==> src/rtl/fpdec_pkg.sv <==
package fpdec_pkg;

  localparam logic [6:0] OPC_LOAD  = 7'b0000111;
  localparam logic [6:0] OPC_STORE = 7'b0100111;
  localparam logic [6:0] OPC_MADD  = 7'b1000011;
  localparam logic [6:0] OPC_MSUB  = 7'b1000111;
  localparam logic [6:0] OPC_NMSUB = 7'b1001011;
  localparam logic [6:0] OPC_NMADD = 7'b1001111;
  localparam logic [6:0] OPC_ARITH = 7'b1010011;

  typedef enum logic [4:0] {
    OP_NOP     = 5'd0,
    OP_LOAD    = 5'd1,
    OP_STORE   = 5'd2,
    OP_FMADD   = 5'd3,
    OP_FMSUB   = 5'd4,
    OP_FNMSUB  = 5'd5,
    OP_FNMADD  = 5'd6,
    OP_ADD     = 5'd7,
    OP_SUB     = 5'd8,
    OP_MUL     = 5'd9,
    OP_DIV     = 5'd10,
    OP_SQRT    = 5'd11,
    OP_SGNCPY  = 5'd12,
    OP_SGNNEG  = 5'd13,
    OP_SGNXOR  = 5'd14,
    OP_MIN     = 5'd15,
    OP_MAX     = 5'd16,
    OP_CMPEQ   = 5'd17,
    OP_CMPLT   = 5'd18,
    OP_CMPLE   = 5'd19,
    OP_F2I_W   = 5'd20,
    OP_F2I_WU  = 5'd21,
    OP_F2I_L   = 5'd22,
    OP_F2I_LU  = 5'd23,
    OP_I2F_W   = 5'd24,
    OP_I2F_WU  = 5'd25,
    OP_I2F_L   = 5'd26,
    OP_I2F_LU  = 5'd27,
    OP_BITS2I  = 5'd28,
    OP_CLASS   = 5'd29,
    OP_BITS2F  = 5'd30
  } fpOp_e;

  typedef struct packed {
    logic useRs1;
    logic rs1Float;
    logic useRs2;
    logic rs2Float;
    logic useRs3;
    logic rdWrite;
    logic rdFloat;
    logic immLoad;
    logic immStore;
  } fpStrobe_t;

endpackage

==> src/rtl/fpdec_ctrl.sv <==
module fpdec_ctrl
  import fpdec_pkg::*;
#(
  parameter int IntWidth = 32
) (
  input  logic [6:0] opcodeField,
  input  logic [2:0] funct3,
  input  logic [4:0] rs2Sel,
  input  logic [6:0] funct7,
  output fpOp_e      opSel,
  output logic       illegal,
  output fpStrobe_t  strobe
);

  localparam bit LongOk = (IntWidth >= 64);

  logic longLegal;
  logic [1:0] fmtField;
  fpOp_e opNext;

  generate
    if (LongOk) begin : g_long
      assign longLegal = 1'b1;
    end else begin : g_word
      assign longLegal = 1'b0;
    end
  endgenerate

  assign fmtField = funct7[1:0];

  // Primary decode: opcode, then funct7, funct3 and the selector field.
  always_comb begin
    opNext = OP_NOP;
    case (opcodeField)
      OPC_LOAD:  if (funct3 == 3'b010) opNext = OP_LOAD;
      OPC_STORE: if (funct3 == 3'b010) opNext = OP_STORE;
      OPC_MADD:  if (fmtField == 2'b00) opNext = OP_FMADD;
      OPC_MSUB:  if (fmtField == 2'b00) opNext = OP_FMSUB;
      OPC_NMSUB: if (fmtField == 2'b00) opNext = OP_FNMSUB;
      OPC_NMADD: if (fmtField == 2'b00) opNext = OP_FNMADD;
      OPC_ARITH: begin
        case (funct7)
          7'b0000000: opNext = OP_ADD;
          7'b0000100: opNext = OP_SUB;
          7'b0001000: opNext = OP_MUL;
          7'b0001100: opNext = OP_DIV;
          7'b0101100: if (rs2Sel == 5'd0) opNext = OP_SQRT;
          7'b0010000: begin
            case (funct3)
              3'b000:  opNext = OP_SGNCPY;
              3'b001:  opNext = OP_SGNNEG;
              3'b010:  opNext = OP_SGNXOR;
              default: opNext = OP_NOP;
            endcase
          end
          7'b0010100: begin
            case (funct3)
              3'b000:  opNext = OP_MIN;
              3'b001:  opNext = OP_MAX;
              default: opNext = OP_NOP;
            endcase
          end
          7'b1010000: begin
            case (funct3)
              3'b010:  opNext = OP_CMPEQ;
              3'b001:  opNext = OP_CMPLT;
              3'b000:  opNext = OP_CMPLE;
              default: opNext = OP_NOP;
            endcase
          end
          7'b1100000: begin
            case (rs2Sel)
              5'd0:    opNext = OP_F2I_W;
              5'd1:    opNext = OP_F2I_WU;
              5'd2:    opNext = longLegal ? OP_F2I_L : OP_NOP;
              5'd3:    opNext = longLegal ? OP_F2I_LU : OP_NOP;
              default: opNext = OP_NOP;
            endcase
          end
          7'b1101000: begin
            case (rs2Sel)
              5'd0:    opNext = OP_I2F_W;
              5'd1:    opNext = OP_I2F_WU;
              5'd2:    opNext = longLegal ? OP_I2F_L : OP_NOP;
              5'd3:    opNext = longLegal ? OP_I2F_LU : OP_NOP;
              default: opNext = OP_NOP;
            endcase
          end
          7'b1110000: begin
            if (rs2Sel == 5'd0) begin
              case (funct3)
                3'b000:  opNext = OP_BITS2I;
                3'b001:  opNext = OP_CLASS;
                default: opNext = OP_NOP;
              endcase
            end
          end
          7'b1111000: if (rs2Sel == 5'd0 && funct3 == 3'b000) opNext = OP_BITS2F;
          default:    opNext = OP_NOP;
        endcase
      end
      default: opNext = OP_NOP;
    endcase
  end

  assign opSel   = opNext;
  assign illegal = (opNext == OP_NOP);

  // Operand and result routing per operation class.
  always_comb begin
    strobe = '0;
    case (opNext)
      OP_LOAD: begin
        strobe.useRs1 = 1'b1; strobe.rdWrite = 1'b1; strobe.rdFloat = 1'b1;
        strobe.immLoad = 1'b1;
      end
      OP_STORE: begin
        strobe.useRs1 = 1'b1; strobe.useRs2 = 1'b1; strobe.rs2Float = 1'b1;
        strobe.immStore = 1'b1;
      end
      OP_FMADD, OP_FMSUB, OP_FNMSUB, OP_FNMADD: begin
        strobe.useRs1 = 1'b1; strobe.rs1Float = 1'b1;
        strobe.useRs2 = 1'b1; strobe.rs2Float = 1'b1;
        strobe.useRs3 = 1'b1;
        strobe.rdWrite = 1'b1; strobe.rdFloat = 1'b1;
      end
      OP_ADD, OP_SUB, OP_MUL, OP_DIV, OP_SGNCPY, OP_SGNNEG, OP_SGNXOR,
      OP_MIN, OP_MAX: begin
        strobe.useRs1 = 1'b1; strobe.rs1Float = 1'b1;
        strobe.useRs2 = 1'b1; strobe.rs2Float = 1'b1;
        strobe.rdWrite = 1'b1; strobe.rdFloat = 1'b1;
      end
      OP_SQRT: begin
        strobe.useRs1 = 1'b1; strobe.rs1Float = 1'b1;
        strobe.rdWrite = 1'b1; strobe.rdFloat = 1'b1;
      end
      OP_CMPEQ, OP_CMPLT, OP_CMPLE: begin
        strobe.useRs1 = 1'b1; strobe.rs1Float = 1'b1;
        strobe.useRs2 = 1'b1; strobe.rs2Float = 1'b1;
        strobe.rdWrite = 1'b1;
      end
      OP_F2I_W, OP_F2I_WU, OP_F2I_L, OP_F2I_LU, OP_BITS2I, OP_CLASS: begin
        strobe.useRs1 = 1'b1; strobe.rs1Float = 1'b1;
        strobe.rdWrite = 1'b1;
      end
      OP_I2F_W, OP_I2F_WU, OP_I2F_L, OP_I2F_LU, OP_BITS2F: begin
        strobe.useRs1 = 1'b1;
        strobe.rdWrite = 1'b1; strobe.rdFloat = 1'b1;
      end
      default: strobe = '0;
    endcase
  end

  always_comb begin
    AST_ILLEGAL_QUIET: assert (!illegal || strobe == '0)
      else $error("illegal word left a strobe set");
    AST_LONG_GATED: assert (LongOk || !(opSel inside {OP_F2I_L, OP_F2I_LU, OP_I2F_L, OP_I2F_LU}))
      else $error("long conversion accepted at word width");
    AST_THIRD_SRC: assert (!strobe.useRs3 || (fmtField == 2'b00 &&
                    opcodeField inside {OPC_MADD, OPC_MSUB, OPC_NMSUB, OPC_NMADD}))
      else $error("third source outside fused family");
    AST_LEGAL_EFFECT: assert (illegal || strobe.rdWrite || strobe.immStore)
      else $error("legal word neither writes nor stores");
  end

endmodule

==> src/rtl/fpdec_dp.sv <==
module fpdec_dp
  import fpdec_pkg::*;
#(
  parameter int IntWidth = 32
) (
  input  logic [31:7]         instrHi,
  input  fpStrobe_t           strobe,
  output logic [4:0]          rs1Idx,
  output logic [4:0]          rs2Idx,
  output logic [4:0]          rs3Idx,
  output logic [4:0]          rdIdx,
  output logic [2:0]          rmField,
  output logic [IntWidth-1:0] immValue
);

  localparam int ImmBits = 12;
  localparam int ExtBits = IntWidth - ImmBits;

  logic [ImmBits-1:0] loadOff;
  logic [ImmBits-1:0] storeOff;

  assign rs1Idx  = instrHi[19:15];
  assign rs2Idx  = instrHi[24:20];
  assign rs3Idx  = instrHi[31:27];
  assign rdIdx   = instrHi[11:7];
  assign rmField = instrHi[14:12];

  assign loadOff  = instrHi[31:20];
  assign storeOff = {instrHi[31:25], instrHi[11:7]};

  always_comb begin
    if (strobe.immLoad)
      immValue = {{ExtBits{loadOff[ImmBits-1]}}, loadOff};
    else if (strobe.immStore)
      immValue = {{ExtBits{storeOff[ImmBits-1]}}, storeOff};
    else
      immValue = '0;
  end

  always_comb begin
    AST_IMM_IDLE: assert (strobe.immLoad || strobe.immStore || immValue == '0)
      else $error("offset driven for non-memory word");
    AST_IMM_SIGN: assert (!(strobe.immLoad || strobe.immStore) ||
                          immValue[IntWidth-1] == instrHi[31])
      else $error("offset sign does not follow bit 31");
  end

endmodule

==> src/rtl/fpdec_top.sv <==
module fpdec_top
  import fpdec_pkg::*;
#(
  parameter int IntWidth = 32
) (
  input  logic [31:0]         instrWord,
  output logic [4:0]          opCode,
  output logic                illegal,
  output logic [4:0]          rs1Idx,
  output logic [4:0]          rs2Idx,
  output logic [4:0]          rs3Idx,
  output logic [4:0]          rdIdx,
  output logic [2:0]          rmField,
  output logic [IntWidth-1:0] immValue,
  output logic                useRs1,
  output logic                rs1Float,
  output logic                useRs2,
  output logic                rs2Float,
  output logic                useRs3,
  output logic                rdWrite,
  output logic                rdFloat
);

  fpOp_e     opSel;
  fpStrobe_t strobe;

  fpdec_ctrl #(.IntWidth(IntWidth)) u_ctrl (
    .opcodeField (instrWord[6:0]),
    .funct3      (instrWord[14:12]),
    .rs2Sel      (instrWord[24:20]),
    .funct7      (instrWord[31:25]),
    .opSel       (opSel),
    .illegal     (illegal),
    .strobe      (strobe)
  );

  fpdec_dp #(.IntWidth(IntWidth)) u_dp (
    .instrHi  (instrWord[31:7]),
    .strobe   (strobe),
    .rs1Idx   (rs1Idx),
    .rs2Idx   (rs2Idx),
    .rs3Idx   (rs3Idx),
    .rdIdx    (rdIdx),
    .rmField  (rmField),
    .immValue (immValue)
  );

  assign opCode   = opSel;
  assign useRs1   = strobe.useRs1;
  assign rs1Float = strobe.rs1Float;
  assign useRs2   = strobe.useRs2;
  assign rs2Float = strobe.rs2Float;
  assign useRs3   = strobe.useRs3;
  assign rdWrite  = strobe.rdWrite;
  assign rdFloat  = strobe.rdFloat;

endmodule

==> config.mk <==
export PLATFORM = sky130hd
export DESIGN_NAME = fpdec_top
export DESIGN_NICKNAME = d
export VERILOG_FILES = /design/src/rtl/fpdec_pkg.sv /design/src/rtl/fpdec_ctrl.sv /design/src/rtl/fpdec_dp.sv /design/src/rtl/fpdec_top.sv
export SDC_FILE = /design/constraint.sdc
export NUM_CORES = 1
export LEC_CHECK = 0
export BUFFER_PORTS_ARGS = -buffer_cell sky130_fd_sc_hd__buf_4
export CORE_AREA = 5 5 62 64
export DETAILED_ROUTE_END_ITERATION = 10
export DIE_AREA = 0 0 67 69
export GPL_TIMING_DRIVEN = 0
export PLACE_DENSITY = 0.84
export SETUP_SLACK_MARGIN = 0.02
export SYNTH_ARGS = -nofsm -noshare
export SYNTH_HDL_FRONTEND = slang
export SYNTH_SLANG_ARGS = --single-unit
==> constraint.sdc <==
create_clock -name vclk -period 3.8
set_input_delay 0.95 -clock vclk [all_inputs]
set_output_delay 0.95 -clock vclk [all_outputs]
set_load 0.005 [all_outputs]
; After elaboration in Yosys (flattened, before gate mapping)
; Index checks and enable logic that the tools add are counted.
[totals]
output_inout_bits = 68
input_bits = 32
word_cells = 90
reg_bits = 0
[op_classes]
reduce_logical = 12
eq_ne = 51
muxes = 27
[ops]
columns = cell, count
row1 = "5-bit equality test, second input constant", 15
row2 = "7-bit equality test, second input constant", 10
row3 = 32-bit two-way mux, 2
row4 = 5-bit one-hot mux with 12 select lines, 1
row5 = "5-bit by 4-bit equality test with 1-bit output, second input constant", 8
row6 = 5-bit one-hot mux with 2 select lines, 4
row7 = 5-bit one-hot mux with 7 select lines, 1
row8 = 30-bit OR reduction, 1
row9 = 29-bit OR reduction, 1
row10 = 23-bit OR reduction, 1
row11 = "5-bit by 3-bit equality test with 1-bit output, second input constant", 4
row12 = 20-bit OR reduction, 1
row13 = 17-bit OR reduction, 1
row14 = 5-bit one-hot mux with 3 select lines, 1
row15 = "7-bit by 3-bit equality test with 1-bit output, second input constant", 2
row16 = "7-bit by 4-bit equality test with 1-bit output, second input constant", 2
row17 = "7-bit by 5-bit equality test with 1-bit output, second input constant", 2
row18 = "7-bit by 6-bit equality test with 1-bit output, second input constant", 2
row19 = 4-bit one-hot mux with 3 select lines, 1
row20 = "5-bit by 1-bit equality test with 1-bit output, second input constant", 2
row21 = "5-bit by 2-bit equality test with 1-bit output, second input constant", 2
row22 = 5-bit zero test, 2
row23 = 5-bit two-way mux, 2
row24 = 3-bit two-way mux, 3
row25 = 10 further kinds, 19

; Longest topological paths before layout
; Gate-level depths: netlist of run 1.
[depth]
depth_word = 9
ltp_mapped = 10
depth_no_buf = 8

; Cells and area by module
; A second synthesis of run 1 with hierarchy kept.
[hier_totals]
hier_cells = 172
area_unflattened_um2 = 1187.4
[modules_own_cells]
columns = module, cells_per_inst, area_each_um2, seq_area_each_um2, instances
row1 = fpdec_ctrl, 115, 762.0, 0.0, 1
row2 = fpdec_dp, 57, 425.4, 0.0, 1

; Least setup slack after synthesis of run 1
; OpenSTA, ideal clock, no wires.
[synth_path]
path_type = in2out
from = input port instrWord[31]
to = output port useRs2
n_path_buf = 2
stages = 9
required_time_ns = 2.850
slack_ns = 0.256
t_arrival_ns = 2.594
cell_sequence = buf_2 nor2b_2 nand3_2 o21ai_2 nor3_1 mux2i_1 o211a_1 o21ai_1 buf_4
[synth_between]
elab_chain_cells = 6
word_cells_on_any_way = 33
cone_classes = eq/ne: 28 / mux: 3 / reduce/logical: 2
[synth_lines]
columns = element, line_no
row1 = start: declaration, fpdec_top.sv:6  ; input logic [31:0] instrWord,
row2 = 7-bit equality test (tied with other cells), fpdec_ctrl.sv:42  ; case (funct7)
row3 = 5-bit one-hot mux with 12 select lines *, fpdec_ctrl.sv:42
row4 = 5-bit one-hot mux with 7 select lines *, fpdec_ctrl.sv:34  ; case (opcodeField)
row5 = 5-bit by 2-bit equality test with 1-bit output (tied with other cells), fpdec_ctrl.sv:112  ; case (opNext)
row6 = 17-bit OR reduction (no line) *, n/a
row7 = 2-bit two-way mux *, fpdec_ctrl.sv:112
row8 = end: declaration, fpdec_top.sv:17  ; output logic useRs2,
; Every way passes the cells marked *; elsewhere a longest branch is shown, timed or not.

; Worst setup path after layout of run 1
[layout_path]
from = input port instrWord[13]
to = output port rdFloat
[layout_between]
elab_chain_cells = 8
word_cells_on_any_way = 36
cone_classes = eq/ne: 22 / mux: 11 / reduce/logical: 3
[layout_lines]
columns = element, line_no
row1 = 3-bit by 1-bit equality test with 1-bit output / 3-bit zero test (equally long branches), n/a
row2 = 5-bit one-hot mux with 2 select lines / 1-bit logical AND (equally long branches), "fpdec_ctrl.sv:91, fpdec_ctrl.sv:98"
row3 = 5-bit two-way mux (on tied branches), "fpdec_ctrl.sv:90, fpdec_ctrl.sv:98"
row4 = 5-bit one-hot mux with 12 select lines, fpdec_ctrl.sv:42
row5 = 5-bit one-hot mux with 7 select lines *, fpdec_ctrl.sv:34
row6 = 5-bit by 1-bit equality test with 1-bit output (tied with other cells), fpdec_ctrl.sv:112
row7 = 20-bit OR reduction (no line) *, n/a
row8 = 1-bit two-way mux *, fpdec_ctrl.sv:112
row9 = end: declaration, fpdec_top.sv:21  ; output logic rdFloat
; Marked as above.

==> results.cfg, run 1 <==
[drt]
firstDrtPassIters = 4
route.detailed.drc = 0
post_drt_wl_per_cell_um = 13.0
initialDrtViolationCount = 31
postRouteWirelength_mm = 4.09
routed_via_density = 4.93
detailroute.via_count = 1553
drt.antenna.violating_nets = 0

[setup_path]
path_max_fanout = 6
critPathArrivalTime_ns = 2.74
crit_type = input port to output pin
required_ns = 2.85
startpoint_type = input port
sort_of_element_at_the_end_of_the_critical_path = output pin

[floorplan]
die_height_um = 69
floorplan.die.width_um = 67
die_area_um2 = 4620
top_level_ports = 100
core_region_area_um2 = 3230
effective_utilization_at_floorplan = 0.398
placement_rows = 21

[logic_synthesis]
syn-num-nets = 204
synthCells = 172
synthesis.yosys.warnings = 0
synth-seq-area-share = 0
synthDistinctLibCells = 58
synthesized_area_um2 = 1280
postSynthAreaPerCell_um2 = 7.47

[timing]
unrepaired_setup_endpoints_after_global_routing = yes
finalCritPeriodShare = 0.970
setup_tns_ns = 0
maxClockFrequency_mhz = 271
slew-limit-headroom = 0.584
timing_worst_slew_pin_value_ns = 0.625
timing.final.hold_violations = 0
report.final.slew_viol_count = 0
report.final.setup_viol = 0
period_needed_ns = 3.69

[finish]
antenna_cells_inserted = 0
area_growth_pct = 67.9
layout-drive-gt1-share = 0.691
finish.cell_count_without_fillers = 315
clock_buffers = 0
nFlopsAndLatches = 0
seq_area_um2 = 0
final_nets = 303

[run]
cap_viol_max_count = 0

[power]
power_density_over_cell_area_nw_per_um2 = 58.1
leak_pwr_uw = 0.00111
worst_ir_drop_vdd_v = 0.0000269

[global_routing]
overflow = 0
antenna_found_initial = 0
grtUsageTotal = 0.158
first_global_vias = 1391
grt_pass1_wl_mm = 6.30
pin_count_of_the_biggest_net_entering_global_routing = 22

[placement]
finalWeightedCongestion = 0.937
port_bufs = 92
detailedPlacementHpwl_mm = 3.44
post-place-cells = 310

[hold_path]
hp-class = input port to output pin

[status]
outcome = finished, final reports clean

[clock_network]
holdBufCountCts = 0
==> final timing paths <==
check                          from         to  slack (ns)  cells past startpoint
worst min-delay path  instrWord[15]  rs1Idx[0]        2.07                      2
worst max-delay path  instrWord[13]    rdFloat        0.11                     11
==> where the power goes <==
part	internal (µW)	switching (µW)	leakage, µW
clock network	0	0	0
logic	70.7	54.6	0.00111
registers	0	0	0
==> layout by cell type (no fill, tap or decap), types with 3 or more instances in the layout <==
cell and instances:
sky130_fd_sc_hd__nor3_1 3, sky130_fd_sc_hd__nand2_1 9, sky130_fd_sc_hd__nand4_1 7, sky130_fd_sc_hd__and2_1 8
sky130_fd_sc_hd__inv_1 3, sky130_fd_sc_hd__o21ai_2 4, sky130_fd_sc_hd__a31oi_1 3, sky130_fd_sc_hd__buf_6 4
sky130_fd_sc_hd__nor2_2 3, sky130_fd_sc_hd__buf_4 142, sky130_fd_sc_hd__nor4b_2 3, sky130_fd_sc_hd__nor2b_1 3
sky130_fd_sc_hd__o22a_2 3, sky130_fd_sc_hd__nor2_1 12, sky130_fd_sc_hd__mux2i_1 6, sky130_fd_sc_hd__o211ai_1 3
==> area by class of cell <==
class | instances | area, µm²
buffer | 51 | 393
fill | 292 | 1070
inverter | 4 | 15.0
multi-input combinational | 116 | 948
tap | 46 | 57.6
timing repair buffer | 98 | 743
==> per-layer routing <==
metal | vias to the layer above | wire length [µm] | GRT usage
li1 | 780 | - | -
met4 | 0 | 57 | 0.0270
met2 | 78 | 2070 | 0.289
met5 | - | 0 | 0
met3 | 5 | 487 | 0.0292
met1 | 690 | 1480 | 0.186
==> cell families after synthesis <==
kind of cell | Yosys count | share of synthesized area
buf+inv | 56 | 0.323
simple gates | 69 | 0.363
compound gates | 39 | 0.253
xor+xnor | 2 | 0.0136
mux | 6 | 0.0467
==> per-stage QoR <==
step	setup WS (ns)	hold slack (ns)	area (µm²)	power, µW	utilization
2_1_floorplan	0.256	1.98	1280	59.7	-
3_3_place_gp	-0.0809	2.07	2030	116	0.629
3_5_place_dp	-0.0891	2.07	2030	117	0.629
4_1_cts	-0.00650	2.07	2080	120	0.645
5_1_grt	0.000363	2.07	2160	135	0.667
6_report	0.112	2.07	2160	125	0.667
==> worst max-delay path: stages <==
cell and delay (ns):
sky130_fd_sc_hd__buf_8 0.10, sky130_fd_sc_hd__nor3b_4 0.16, sky130_fd_sc_hd__and4_1 0.20, sky130_fd_sc_hd__buf_6 0.12, sky130_fd_sc_hd__a22o_4 0.24, sky130_fd_sc_hd__nor4_4 0.29, sky130_fd_sc_hd__buf_4 0.18, sky130_fd_sc_hd__a21o_4 0.09
sky130_fd_sc_hd__o2111ai_2 0.12, sky130_fd_sc_hd__a21boi_1 0.15, sky130_fd_sc_hd__buf_4 0.14
==> what timing repair did <==
item / CTS / global route
cloned: 0 / 0
endpoints found under the setup margin: 2 / 27
resized for setup: 5 / 12
pin swaps: 4 / 7
setup buffers: 3 / 3
==> cells in the mapped netlist, types with 2 or more instances <==
cell type                   n  area, µm²
sky130_fd_sc_hd__nor2b_1    3       18.8
sky130_fd_sc_hd__a21oi_1    2       10.0
sky130_fd_sc_hd__buf_6      4       45.0
sky130_fd_sc_hd__o22ai_1    2       12.5
sky130_fd_sc_hd__o21ai_2    2       17.5
sky130_fd_sc_hd__inv_1      3       11.3
sky130_fd_sc_hd__buf_2      2       10.0
sky130_fd_sc_hd__nor4b_1    3       26.3
sky130_fd_sc_hd__nand2_1    9       33.8
sky130_fd_sc_hd__nor2_1    14       52.6
sky130_fd_sc_hd__a41oi_1    2       17.5
sky130_fd_sc_hd__a21o_2     2       17.5
sky130_fd_sc_hd__nand4_1    7       43.8
sky130_fd_sc_hd__o21ai_0    2       10.0
sky130_fd_sc_hd__o21ai_1    4       20.0
sky130_fd_sc_hd__buf_4     46        345
sky130_fd_sc_hd__o211ai_1   3       22.5
sky130_fd_sc_hd__and2_1     8       50.1
sky130_fd_sc_hd__o22a_2     3       30.0
sky130_fd_sc_hd__a31oi_1    3       18.8
sky130_fd_sc_hd__nor3b_1    2       15.0
sky130_fd_sc_hd__nor3_1     4       20.0
sky130_fd_sc_hd__mux2i_1    6       60.1
sky130_fd_sc_hd__xnor2_1    2       17.5
Note: power is estimated with default switching activity, not from simulation.
==> inputs of run 2 (changes only) <==
--- a/config.mk
+++ b/config.mk
@@ -10,7 +10,7 @@
 export DETAILED_ROUTE_END_ITERATION = 10
 export DIE_AREA = 0 0 67 69
 export GPL_TIMING_DRIVEN = 0
-export PLACE_DENSITY = 0.84
+export PLACE_DENSITY = 0.81
 export SETUP_SLACK_MARGIN = 0.02
 export SYNTH_ARGS = -nofsm -noshare
 export SYNTH_HDL_FRONTEND = slang
==> run 2 against run 1 <==
  * Clock-buffer cell count did not move
  * Sequential share of layout area did not move
  * Via count fell by 2.1%
  * Power fell by 1.3%
  * Cell area fell by 1.2%
  * Utilization fell by 0.77 points
  * Die area did not move
  * Critical path depth fell by 1
  * Worst setup slack got worse by 0.0069 ns
  * Cell count fell by 0.63%
==> results.cfg, run 2 (synthesis results as in run 1) <==
[timing]
unrepaired_setup_endpoints_after_global_routing = yes
finalCritPeriodShare = 0.972
slew-limit-headroom = 0.712
setup_tns_ns = 0
report.final.setup_viol = 0
timing_worst_slew_pin_value_ns = 0.430
maxClockFrequency_mhz = 271
worst_hold_slack_ns = 2.07
timing.final.hold_violations = 0
period_needed_ns = 3.69
report.final.slew_viol_count = 0

[floorplan]
floorplan.die.width_um = 67
top_level_ports = 100
die_area_um2 = 4620
effective_utilization_at_floorplan = 0.398
placement_rows = 21
core_region_area_um2 = 3230
die_height_um = 69

[drt]
detailroute.via_count = 1521
routed_via_density = 4.86
firstDrtPassIters = 4
postRouteWirelength_mm = 4.00
drt.antenna.violating_nets = 0
initialDrtViolationCount = 40
route.detailed.drc = 0
post_drt_wl_per_cell_um = 12.8

[global_routing]
first_global_vias = 1294
grt_pass1_wl_mm = 6.00
overflow = 0
antenna_found_initial = 0
pin_count_of_the_biggest_net_entering_global_routing = 22
grtUsageTotal = 0.151

[finish]
mostFrequentLayoutCell = sky130_fd_sc_hd__buf_4
fillCellCount = 278
seq_area_um2 = 0
final_nets = 301
layout-drive-gt1-share = 0.689
postLayoutCoreUtil = 0.660
antenna_cells_inserted = 0
nFlopsAndLatches = 0
clock_buffers = 0
mostFrequentLayoutCells = sky130_fd_sc_hd__buf_4 (142), sky130_fd_sc_hd__nor2_1 (12), sky130_fd_sc_hd__nand2_1 (9), sky130_fd_sc_hd__nand4_1 (7), sky130_fd_sc_hd__and2_1 (7)
area_growth_pct = 65.9
final_cell_area_um2 = 2130

[setup_path]
timing.critical_path.cells = buf_4, nor3b_4, nand3_2, o21ai_1, nor4_4, buf_4, a21o_4, and2_1, o21bai_2, buf_4
required_ns = 2.85
critPathArrivalTime_ns = 2.74
sort_of_element_at_the_end_of_the_critical_path = output pin
cell_family_with_the_largest_share_of_critical_path_delay = simple AND/OR/NAND/NOR gates
slowest_delay_ns = 0.36
path_max_fanout = 9
timing.critical_path.buf_inv = 3
startpoint_type = input port
crit_type = input port to output pin
cp_max_stage_cell = sky130_fd_sc_hd__nor3b_4
most_common_cell_on_crit_path = sky130_fd_sc_hd__buf_4
critPathLaunch = instrWord[30]

[power]
sw_frac_of_total = 0.438
power_density_over_cell_area_nw_per_um2 = 58.0
power_frac_clock = 0
pwr-share-comb = 1.000
worst_ir_drop_vdd_v = 0.0000275
switchingPower_uw = 54.2
p_int_uw = 69.5
power.sequential.fraction = 0
leak_pwr_uw = 0.00110

[placement]
detailedPlacementHpwl_mm = 3.32
port_bufs = 92
placed_area_um2 = 2030
finalWeightedCongestion = 0.926

[run]
cap_viol_max_count = 0

[clock_network]
holdBufCountCts = 0

[hold_path]
hold_path_startpoint = instrWord[18]
hp-class = input port to output pin

[status]
outcome = finished, final reports clean
[run 2: layout make-up]
type,instances,area [µm²],area share
Buffer,51,389,0.183
Tap cell,46,57.6,0.0270
Timing Repair Buffer,96,721,0.338
Inverter,4,15.0,0.00704
Multi-Input combinational cell,116,950,0.445
[run 2: worst paths after layout]
path,slack [ns],endpoint,cells after the start
max,0.11,rs1Float,10
min,2.07,rs1Idx[3],2
[run 2: what timing repair did]
action | CTS | global route
resized for setup | 7 | 8
setup endpoints to repair | 2 | 27
pin swaps | 5 | 5
buffers inserted | 4 | 0
[run 2: layer usage]
layer | part of all wire | vias up | GRT usage
li1 | - | 778 | -
met1 | 0.41 | 667 | 0.199
met2 | 0.49 | 76 | 0.271
met3 | 0.11 | 0 | 0.0195
met4 | 0 | 0 | 0
met5 | 0 | - | 0
[run 2: per-stage QoR]
step / total power (µW) / setup slack (ns) / std cells
2_1_floorplan: 59.7 / 0.256 / 172
3_3_place_gp: 116 / -0.0846 / 310
3_5_place_dp: 117 / -0.109 / 310
4_1_cts: 120 / 0.00590 / 314
5_1_grt: 133 / -0.0525 / 313
6_report: 124 / 0.105 / 313
[run 2: power by group through the flow]
| stage | combinational, µW | sequential, µW | clock (µW) |
|---|---|---|---|
| CTS | 120 | 0 | 0 |
| global route | 133 | 0 | 0 |
| detailed placement | 117 | 0 | 0 |
| finish | 124 | 0 | 0 |
| floorplan | 59.7 | 0 | 0 |
| global placement | 116 | 0 | 0 |
==> inputs of run 3 (changes only) <==
--- a/config.mk
+++ b/config.mk
@@ -6,12 +6,13 @@
 export NUM_CORES = 1
 export LEC_CHECK = 0
 export BUFFER_PORTS_ARGS = -buffer_cell sky130_fd_sc_hd__buf_4
-export CORE_AREA = 5 5 62 64
+export CORE_AREA = 2 2 59 61
 export DETAILED_ROUTE_END_ITERATION = 10
-export DIE_AREA = 0 0 67 69
+export DIE_AREA = 0 0 61 63
 export GPL_TIMING_DRIVEN = 0
 export PLACE_DENSITY = 0.81
 export SETUP_SLACK_MARGIN = 0.02
+export SLEW_MARGIN = 5
 export SYNTH_ARGS = -nofsm -noshare
 export SYNTH_HDL_FRONTEND = slang
 export SYNTH_SLANG_ARGS = --single-unit
==> constraint.sdc (replaced) <==
create_clock -name vclk -period 3.8
set_input_delay 0.95 -clock vclk [all_inputs]
set_output_delay 0.95 -clock vclk [all_outputs]
set_load 0.1 [all_outputs]
==> run 3 against run 2 <==
  * The flow now finishes with violations (negative setup slack)
  * Worst hold slack better by 0.16 ns
  * Power up 110%
  * Sequential share of layout area unchanged
  * Non-clock buffer count grew 20
  * Flip-flop and latch count did not move
  * Combinational power is 110% higher
  * First-iteration DRC count up 55%
  * Critical path type unchanged
  * Largest cell class unchanged
  * Largest power group unchanged
==> results.cfg, run 3 (synthesis results as in run 1) <==
[status]
outcome = finished with violations
violated_checks = negative setup slack

[timing]
finalCritPeriodShare = 1.01
report.final.setup_viol = 3
setup_tns_ns = -0.136
report.final.slew_viol_count = 0
unrepaired_setup_endpoints_after_global_routing = yes
timing.final.hold_violations = 0
worst_hold_slack_ns = 2.23
period_needed_ns = 3.85
maxClockFrequency_mhz = 259
slew-limit-headroom = 0.761
timing_worst_slew_pin_value_ns = 0.356
finalWorstSetupSlack_ns = -0.0543

[finish]
nFlopsAndLatches = 0
clock_buffers = 0
mostFrequentLayoutCell = sky130_fd_sc_hd__buf_4
area_growth_pct = 98.6
layout-drive-gt1-share = 0.774
mostFrequentLayoutCells = sky130_fd_sc_hd__buf_4 (149), sky130_fd_sc_hd__nand2_1 (8), sky130_fd_sc_hd__nand4_1 (7), sky130_fd_sc_hd__nor2_2 (7)
final_nets = 321
antenna_cells_inserted = 0
seq_area_um2 = 0

[power]
leak_pwr_uw = 0.00127
power_density_over_cell_area_nw_per_um2 = 99.8
worst_ir_drop_vdd_v = 0.0000678

[floorplan]
die_height_um = 63
effective_utilization_at_floorplan = 0.398
core_region_area_um2 = 3230
placement_rows = 21
floorplan.die.width_um = 61
die_area_um2 = 3840
top_level_ports = 100

[setup_path]
startpoint_type = input port
critPathLaunch = instrWord[28]
path_max_fanout = 6
sort_of_element_at_the_end_of_the_critical_path = output pin
required_ns = 2.85
crit_type = input port to output pin
setup_crit_end = rs1Float
critPathArrivalTime_ns = 2.90

[run]
cap_viol_max_count = 0

[global_routing]
grt_pass1_wl_mm = 6.40
antenna_found_initial = 0
pin_count_of_the_biggest_net_entering_global_routing = 22
overflow = 0
first_global_vias = 1422
grtUsageTotal = 0.204

[hold_path]
hp-class = input port to output pin

[drt]
initialDrtViolationCount = 62
postRouteWirelength_mm = 4.88
routed_via_density = 5.15
detailroute.via_count = 1715
post_drt_wl_per_cell_um = 14.7
firstDrtPassIters = 4
route.detailed.drc = 0
drt.antenna.violating_nets = 0

[placement]
detailedPlacementHpwl_mm = 3.13
finalWeightedCongestion = 0.889
port_bufs = 92
place_ws_ns = -0.418

[clock_network]
holdBufCountCts = 0
run 3: changes by cell type in the layout (fill, tap and decap cells not counted), sizes merged:
cell and delta:
inv -1, clkinvlp +1, clkbuf +1, buf +19
run 3: cell type report:
type / count / area (µm²)
plain buffers: 52 / 424
repair buffers: 115 / 927
inverters: 4 / 26.3
fillers: 214 / 679
well taps: 46 / 57.6
multi-input cells: 116 / 1120
run 3: critical path, stage by stage:
cell and delay (ns):
sky130_fd_sc_hd__buf_8 0.10, sky130_fd_sc_hd__buf_8 0.13, sky130_fd_sc_hd__nor4_4 0.34, sky130_fd_sc_hd__nand4_1 0.16, sky130_fd_sc_hd__o211ai_2 0.24, sky130_fd_sc_hd__buf_4 0.17
sky130_fd_sc_hd__o21bai_4 0.08, sky130_fd_sc_hd__a21o_4 0.24, sky130_fd_sc_hd__and2_4 0.16, sky130_fd_sc_hd__o21bai_4 0.15, sky130_fd_sc_hd__buf_12 0.18
run 3: timing repair:
item	CTS	global route
pin swaps	7	17
endpoints found under the setup margin	7	7
hold endpoints to repair	0	0
buffers inserted	9	14
resized for setup	28	26
run 3: per-layer routing:
layer  share of wire  vias to the layer above  GRT usage
li1                -                      821          -
met1            0.36                      774      0.261
met2            0.51                      110      0.367
met3            0.11                       10     0.0186
met4           0.017                        0     0.0245
met5               0                        -          0
run 3: worst min-delay path by stage:
stage / to / cells past startpoint / from / slack [ns]
5_1_grt: rs1Idx[2] / 2 / instrWord[17] / 2.23
6_report: rs1Idx[4] / 2 / instrWord[19] / 2.23
3_5_place_dp: rs1Idx[2] / 2 / instrWord[17] / 2.23
4_1_cts: rs1Idx[2] / 2 / instrWord[17] / 2.23
2_1_floorplan: rdIdx[0] / 1 / instrWord[7] / 2.11
3_3_place_gp: rs1Idx[2] / 2 / instrWord[17] / 2.23
run 3: report_power, final:
part	internal (µW)	total, µW	switching [µW]
logic	86.8	255	168
registers	0	0	0
clock network	0	0	0
total	86.8	255	168
run 3: through the flow:
step           area, µm²  total power, µW  utilization  std cells
5_1_grt             2550              264        0.790        333
6_report            2550              255        0.790        333
2_1_floorplan       1370              164            -        172
3_3_place_gp        2120              220        0.655        310
3_5_place_dp        2120              221        0.655        310
4_1_cts             2320              233        0.717        319
